$ cat src/rtl/refresh_pkg.sv
package refresh_pkg;
  // Width needed to hold values 0..n (never below 1)
  function automatic int unsigned width_for(input int unsigned n);
    return (n < 2) ? 1 : $clog2(n + 1);
  endfunction
endpackage

$ cat src/rtl/refresh_timer.sv
module refresh_timer #(
  parameter int unsigned INTERVAL_CYC = 976
) (
  input  logic clk,
  input  logic rst_n,
  output logic tick
);
  localparam int unsigned TW = refresh_pkg::width_for(INTERVAL_CYC);
  localparam logic [TW-1:0] LAST = TW'(INTERVAL_CYC - 1);

  logic [TW-1:0] cnt;

  assign tick = (cnt == LAST);

  always_ff @(posedge clk) begin
    if (!rst_n)    cnt <= '0;
    else if (tick) cnt <= '0;
    else           cnt <= cnt + 1'b1;
  end

  // the count never runs past the period
  assert_timer_range_R2: assert property (@(posedge clk) disable iff (!rst_n)
    cnt <= LAST);
endmodule

$ cat src/rtl/refresh_credit.sv
module refresh_credit #(
  parameter int unsigned MAX_POSTPONE = 8
) (
  input  logic clk,
  input  logic rst_n,
  input  logic tick,
  input  logic taken,
  output logic [refresh_pkg::width_for(MAX_POSTPONE)-1:0] pend,
  output logic at_cap
);
  localparam int unsigned PW = refresh_pkg::width_for(MAX_POSTPONE);
  localparam logic [PW-1:0] CAP = PW'(MAX_POSTPONE);

  logic add;

  assign at_cap = (pend == CAP);
  assign add    = tick && !at_cap;

  always_ff @(posedge clk) begin
    if (!rst_n) pend <= '0;
    else begin
      case ({add, taken})
        2'b10:   pend <= pend + 1'b1;
        2'b01:   pend <= pend - 1'b1;
        default: pend <= pend;
      endcase
    end
  end

  assert_no_overflow_R3: assert property (@(posedge clk) disable iff (!rst_n)
    pend <= CAP);
  assert_credit_add_R2: assert property (@(posedge clk) disable iff (!rst_n)
    (tick && !taken && pend != CAP) |=> pend == $past(pend) + 1'b1);
  assert_credit_take_R6: assert property (@(posedge clk) disable iff (!rst_n)
    (taken && !tick) |=> pend == $past(pend) - 1'b1);
  assert_no_underflow_R6: assert property (@(posedge clk) disable iff (!rst_n)
    taken |-> pend != '0);
endmodule

$ cat src/rtl/refresh_window.sv
module refresh_window #(
  parameter int unsigned TRFC = 16
) (
  input  logic clk,
  input  logic rst_n,
  input  logic start,
  output logic active,
  output logic last
);
  localparam int unsigned FW = refresh_pkg::width_for(TRFC);

  logic [FW-1:0] left;

  assign active = (left != '0);
  assign last   = (left == FW'(1));

  always_ff @(posedge clk) begin
    if (!rst_n)      left <= '0;
    else if (start)  left <= FW'(TRFC);
    else if (active) left <= left - 1'b1;
  end

  assert_window_load_R7: assert property (@(posedge clk) disable iff (!rst_n)
    start |=> left == FW'(TRFC));
  assert_no_restart_R7: assert property (@(posedge clk) disable iff (!rst_n)
    active |-> !start);
endmodule

$ cat src/rtl/row_mirror.sv
module row_mirror #(
  parameter int unsigned ROWS = 8192
) (
  input  logic clk,
  input  logic rst_n,
  input  logic step,
  output logic [$clog2(ROWS)-1:0] row
);
  localparam int unsigned RW = $clog2(ROWS);
  localparam logic [RW-1:0] TOP = RW'(ROWS - 1);

  always_ff @(posedge clk) begin
    if (!rst_n)    row <= '0;
    else if (step) row <= (row == TOP) ? '0 : row + 1'b1;
  end

  assert_row_step_R8: assert property (@(posedge clk) disable iff (!rst_n)
    step |=> row == (($past(row) == TOP) ? '0 : $past(row) + 1'b1));
  assert_row_hold_R8: assert property (@(posedge clk) disable iff (!rst_n)
    !step |=> $stable(row));
endmodule

$ cat src/rtl/refresh_sched.sv
module refresh_sched #(
  parameter int unsigned CLK_MHZ      = 125,
  parameter int unsigned INTERVAL_CYC = CLK_MHZ * 78125 / 10000,
  parameter int unsigned MAX_POSTPONE = 8,
  parameter int unsigned TRFC         = 16,
  parameter int unsigned ROWS         = 8192
) (
  input  logic clk,
  input  logic rst_n,
  input  logic mem_idle,
  input  logic ref_ack,
  output logic ref_req,
  output logic access_block,
  output logic urgent,
  output logic [refresh_pkg::width_for(MAX_POSTPONE)-1:0] pend_cnt,
  output logic [$clog2(ROWS)-1:0] row_idx
);
  logic tick, xfer, win_active, win_last, may_raise;

  assign xfer = ref_req && ref_ack;

  refresh_timer #(.INTERVAL_CYC(INTERVAL_CYC)) u_timer (
    .clk(clk), .rst_n(rst_n), .tick(tick));

  refresh_credit #(.MAX_POSTPONE(MAX_POSTPONE)) u_credit (
    .clk(clk), .rst_n(rst_n), .tick(tick), .taken(xfer),
    .pend(pend_cnt), .at_cap(urgent));

  refresh_window #(.TRFC(TRFC)) u_window (
    .clk(clk), .rst_n(rst_n), .start(xfer),
    .active(win_active), .last(win_last));

  row_mirror #(.ROWS(ROWS)) u_rows (
    .clk(clk), .rst_n(rst_n), .step(xfer), .row(row_idx));

  assign may_raise    = (pend_cnt != '0) && !win_active && (mem_idle || urgent);
  assign access_block = win_active || urgent;

  // Valid is registered and held until the transfer edge
  always_ff @(posedge clk) begin
    if (!rst_n)       ref_req <= 1'b0;
    else if (ref_req) ref_req <= !ref_ack;
    else              ref_req <= may_raise;
  end

  assert_req_hold_R5: assert property (@(posedge clk) disable iff (!rst_n)
    (ref_req && !ref_ack) |=> ref_req);
  assert_req_quiet_R7: assert property (@(posedge clk) disable iff (!rst_n)
    win_active |-> !ref_req);
  assert_req_credit_R4: assert property (@(posedge clk) disable iff (!rst_n)
    (pend_cnt == '0) |-> !ref_req);
  assert_urgent_blocks_R9: assert property (@(posedge clk) disable iff (!rst_n)
    urgent |-> access_block);
  assert_window_end_R7: assert property (@(posedge clk) disable iff (!rst_n)
    (win_last && !urgent) |=> !access_block);
endmodule

$ cat config.mk
export PLATFORM = sky130hd
export DESIGN_NAME = refresh_sched
export DESIGN_NICKNAME = d
export VERILOG_FILES = /design/src/rtl/refresh_pkg.sv /design/src/rtl/refresh_timer.sv /design/src/rtl/refresh_credit.sv /design/src/rtl/refresh_window.sv /design/src/rtl/row_mirror.sv /design/src/rtl/refresh_sched.sv
export SDC_FILE = /design/constraint.sdc
export NUM_CORES = 1
export LEC_CHECK = 0
export CAP_MARGIN = 20
export CORE_ASPECT_RATIO = 0.7
export CORE_MARGIN = 3
export CORE_UTILIZATION = 40
export DETAILED_ROUTE_END_ITERATION = 6
export HOLD_SLACK_MARGIN = 0.06
export SLEW_MARGIN = 20
export SYNTH_ARGS = -nofsm -noshare
export SYNTH_HDL_FRONTEND = slang
export SYNTH_HIERARCHICAL = 1
export SYNTH_SLANG_ARGS = --single-unit
$ cat constraint.sdc
create_clock -name clk -period 5.58 [get_ports clk]
set_input_delay 0.837 -clock clk [delete_from_list [all_inputs] [get_ports clk]]
set_output_delay 0.837 -clock clk [all_outputs]
set_load 0.01 [all_outputs]
Word-level counts from Yosys, hierarchy flattened
Index checks and enable logic that the tools add are counted.

cells by class
  add/sub/neg operators = 5
  $mul = 0
  div/mod/pow operators = 0
  magnitude comparators = 0
  eq/ne operators = 5
  shift-type cells = 0
  multiplexer cells = 5
  bitwise logic cells = 1
  reductions and logical operators = 15

operator list
  operator                                                             number
  13-bit by 1-bit adder with 13-bit output (second input constant)     1
  13-bit == test (second input constant)                               1
  13-bit 2-to-1 mux                                                    1
  10-bit by 1-bit adder with 10-bit output (second input constant)     1
  10-bit == test (second input constant)                               1
  5-bit 2-to-1 mux                                                     2
  4-bit one-hot mux with 2 select lines                                1
  5-bit nonzero test                                                   1
  5-bit by 1-bit subtractor with 5-bit output (second input constant)  1
  4-bit by 1-bit adder with 4-bit output (second input constant)       1
  4-bit == test (second input constant)                                1
  1-bit logical AND                                                    4
  2-bit nonzero test                                                   2
  4-bit nonzero test                                                   1
  2-bit OR reduction                                                   2
  4-bit by 1-bit subtractor with 4-bit output (second input constant)  1
  1-bit logical NOT                                                    3
  2-bit by 1-bit == test with 1-bit output (second input constant)     1
  2-bit == test (second input constant)                                1
  1-bit logical OR                                                     2
  1-bit 2-to-1 mux                                                     1
  1-bit NOT                                                            1

word-level totals
  flip-flop bits (word level) = 33
  bits in latches = 0
  memory bits (writable) = 0
  memory bits (read-only) = 0
  input bits = 4
  output and inout port bits = 20
  word-level logic and storage cells = 37
  memories kept = 0

Depth between registers and ports, before layout
  depth after elaboration = 5
  gate-level depth with buffers = 11
  mapped depth without buffers = 11

Modules after synthesis
The synthesis kept the hierarchy.

by module, submodules not included
  module          instances  cells each  area each (um2)  sequential area each (um2)
  row_mirror      1          63          581.8            260.2
  refresh_timer   1          51          440.4            200.2
  refresh_credit  1          31          270.3            80.1
  refresh_window  1          26          256.5            100.1
  refresh_sched   1          8           62.6             20.0

Least setup slack after synthesis
Ideal clock, no wire load.

  kind = register to register
  from = register u_credit/pend[3] (netlist name)
  to = register u_credit/pend[3] (netlist name)
  setup time = 0.072 ns
  data arrival time = 2.384 ns
  required time = 5.508 ns
  path slack = 3.124 ns
  stages on the path, launching flop included = 10
  path buffers = 0
  clock period less this slack = 2.456 ns
  cell sequence = dfxtp_1 > inv_1 > nor4_1 > nand2b_1 > ha_1 > ha_1 > a21o_1 > a21oi_2 > mux2i_1 > mux2i_1

on the way
  word-level cells in the longest chain between the ends = 5
  elaborated cells on any way between the ends = 9
  those cells by class = add/sub (2); eq/ne (3); mux (1); reduce/logical (3)

ends and longest elaborated chain
  what                                                                                line                  source
  start, declared                                                                     refresh_credit.sv:8   output logic [refresh_pkg::width_for(MAX_POSTPONE)-1:0] pend,
  start signal, assigned                                                              refresh_credit.sv:23  2'b10: pend <= pend + 1'b1;
  start signal, assigned                                                              refresh_credit.sv:24  2'b01: pend <= pend - 1'b1;
  start signal, assigned                                                              refresh_credit.sv:25  default: pend <= pend;
  4-bit == test (*)                                                                   refresh_credit.sv:16  assign at_cap = (pend == CAP);
  net urgent                                                                          refresh_sched.sv:14   output logic urgent,
  1-bit logical NOT (*)                                                               refresh_credit.sv:17  assign add = tick && !at_cap;
  1-bit logical AND (*)                                                               refresh_credit.sv:17
  2-bit by 1-bit == test with 1-bit output / 2-bit == test (equally long branches)    refresh_credit.sv:22  case ({add, taken})
  4-bit one-hot mux with 2 select lines / 2-bit nonzero test (equally long branches)  --

Mark *: on every way through the listed nets, which the timed path passes. The rest lies on a longest branch.
A chain may end at the register's enable or synchronous reset.

Worst setup path after layout
  from = register u_window.left[0]
  to = output access_block

on the way
  word-level cells in the longest chain between the ends = 2

ends and longest elaborated chain
  what                    line                  source
  start, declared         refresh_window.sv:12  logic [FW-1:0] left;
  start signal, assigned  refresh_window.sv:19  else if (start) left <= FW'(TRFC);
  start signal, assigned  refresh_window.sv:20  else if (active) left <= left - 1'b1;
  5-bit nonzero test      refresh_window.sv:14  assign active = (left != '0);
  net win_active          refresh_sched.sv:18   logic tick, xfer, win_active, win_last, may_raise;
  1-bit logical OR        refresh_sched.sv:37   assign access_block = win_active || urgent;
  end, declared           refresh_sched.sv:13   output logic access_block,

The timed path passes the listed nets, and every way through them passes these cells.

==> impl_metrics.toml <==
[floorplan]
num_rows = 18
fp.dieArea_um2 = 4780
ios = 24
initial_utilization_pct = 43.32
die_x_um = 81.36
dieHeight_um = 58.76
core_um2 = 3671

[cts]
cts_num_sinks = 33
path_clk_slew_ns = 0.06
cts_resized = 0
clock_latency_ns = 0.29
max-clock-path-buffers = 2
clockRootBuffer = "clkbuf_8"
htreeDepth = 2
numCtsBuffers = 5
post-cts-setup-buffer-count = 0
hold_buffers = 0
cts_tree = "done"

[placement]
port_buffers = 23
dpl.hpwl_um = 2442
placedCellCount = 248
place.gp.congestion = 0.8050

[critical_path]
worst_ep_arrival_time_ns = 2.18
critical_path_required_ns = 4.74
critPathMaxStageDelay_ns = 0.53
slowest_stage = "or4b_4"
crit_chain = "inv_1, ha_1, or4b_4, or2_2, clkdlybuf4s50_1"
cp_max_fo = 6
r2r_slack_ns = 3.05
critical_path_class = "flop to primary output"
r2r_cells = 11
start_kind = "flop"
endpoint_kind = "primary output"

[min_path]
hold_class = "flop to flop"
worst_hold_path.num_cells = 1

[pwr]
netSwitchingFraction_pct = 26.75
power.leakage_nw = 0.7275
sequentialPowerShare_pct = 46.4
p_switching_uw = 155.2
combPwrFrac_pct = 19.6
intPower_uw = 425.0
vdd_drop_max_uv = 184.9
power_frac_clock_pct = 34.0
p_per_area_nw_per_um2 = 295.2

[detailed_routing]
ant_nets = 0
avgViaCountPerCell = 5.063
routedWlPerCell_um = 13.05
vias = 1296
routed_wl_um = 3341
first_pass_iters = 5
drt_iter0_markers = 68
post-route-drc-count = 0

[global_route]
track_usage_pct = 16.08
antenna_found_initial = 0
grt_max_degree = 18
overflow = 0
first_global_vias = 1260
grt_pass1_wl_um = 5713

[timing]
finalHoldViolCount = 0
period_share_pct = 54.14
slew_headroom_pct = 58.28
worst_pin_slew_ns = 0.6238
finalClockSkew_ns = 0.006342
setup_tns_ns = 0
rsz0062_at_grt = "no"
period_needed_ns = 3.021
drv_slew = 0
setup_viol = 0
fmax_mhz = 331.0

[synth]
syn_nets = 188
syn_area_um2 = 1590
syn_inst = 177
yosys_warnings = 6
synth_area_per_cell_um2 = 8.985

[finish]
stdcell_count = 256
nets = 216
layout-drive-gt1-share_pct = 8.252
syn_to_final_growth_pct = 23.60
antenna_cells = 0

[run]
maxCapViolCount = 0

[run_status]
status = "finished clean"
==> per-layer routing <==
layer | GRT usage (%) | vias up | routed length (um)
met1 | 20.04 | 594 | 1597
met2 | 24.48 | 35 | 1491
li1 | - | 658 | -
met4 | 9.157 | 0 | 85
met3 | 5.199 | 9 | 166
met5 | 0 | - | 0
==> critical path: cells and delay by family, from the launching register on <==
| kind | cells | cell delay, ns |
|---|---|---|
| buffers and inverters | 2 | 0.54 |
| DFF | 1 | 0.33 |
| adders and majority gates | 1 | 0.19 |
| and+or+nand+nor | 2 | 0.84 |
==> layout make-up <==
type	count	area, um2
Inverter	9	33.78
Clock buffer	7	96.34
Multi-Input combinational cell	133	877.1
Timing Repair Buffer	23	230.2
Sequential cell	33	660.6
Fill cell	327	1705
Tap cell	50	62.56
Clock inverter	1	5.005
==> metrics by stage <==
stage | area, um2 | power (mW) | hold slack [ns] | utilization [%] | setup slack, ns
final | 1966 | 0.5802 | 0.4647 | 53.54 | 2.559
after global routing | 1966 | 0.6217 | 0.5026 | 53.54 | 2.463
after detailed placement | 1864 | 0.3906 | 0.4575 | 50.78 | 2.616
after CTS | 1966 | 0.5918 | 0.4700 | 53.54 | 2.524
after global placement | 1864 | 0.3823 | 0.4281 | 50.78 | 2.715
after floorplan | 1590 | 0.3696 | 0.4175 | - | 3.124
==> power groups by stage <==
stage	clock network, mW	logic (mW)	registers (mW)
floorplan	0	0.0987	0.271
global placement	0	0.109	0.273
detailed placement	0	0.116	0.274
CTS	0.206	0.117	0.269
global route	0.215	0.135	0.272
finish	0.197	0.114	0.269
==> sequential cells by signal, summed over array words and instances, names as in the netlist <==
signal	cells
u_rows/row	13
u_timer/cnt	10
u_window/left	5
u_credit/pend	4
ref_req	1
==> worst paths after layout <==
kind                      endpoint        startpoint
setup / recovery      access_block  u_window/left[0]
hold / removal      u_timer/cnt[0]    u_timer/cnt[0]
setup reg to reg  u_credit/pend[3]    u_timer/cnt[0]
hold reg to reg     u_timer/cnt[0]    u_timer/cnt[0]
==> cell usage in the layout, fill, tap and decap left out, drive strengths merged <==
master / instances
clkbuf: 7
a211oi: 1
inv: 9
o21a: 2
a21boi: 1
a31oi: 3
or4b: 1
nand3b: 1
or3b: 1
ha: 6
and2: 6
nor2: 26
nor2b: 1
nand2b: 6
nand3: 9
nor4: 3
nand4: 4
or3: 3
o21ai: 6
nor3: 2
a21oi: 2
dfxtp: 33
and3: 3
o211ai: 2
or2: 1
xor2: 9
xnor2: 11
fa: 1
clkdlybuf4s50: 23
o31ai: 1
mux2i: 2
nand2: 15
and4: 3
a21o: 1
clkinv: 1
Note: power is estimated with default switching activity, not from simulation.
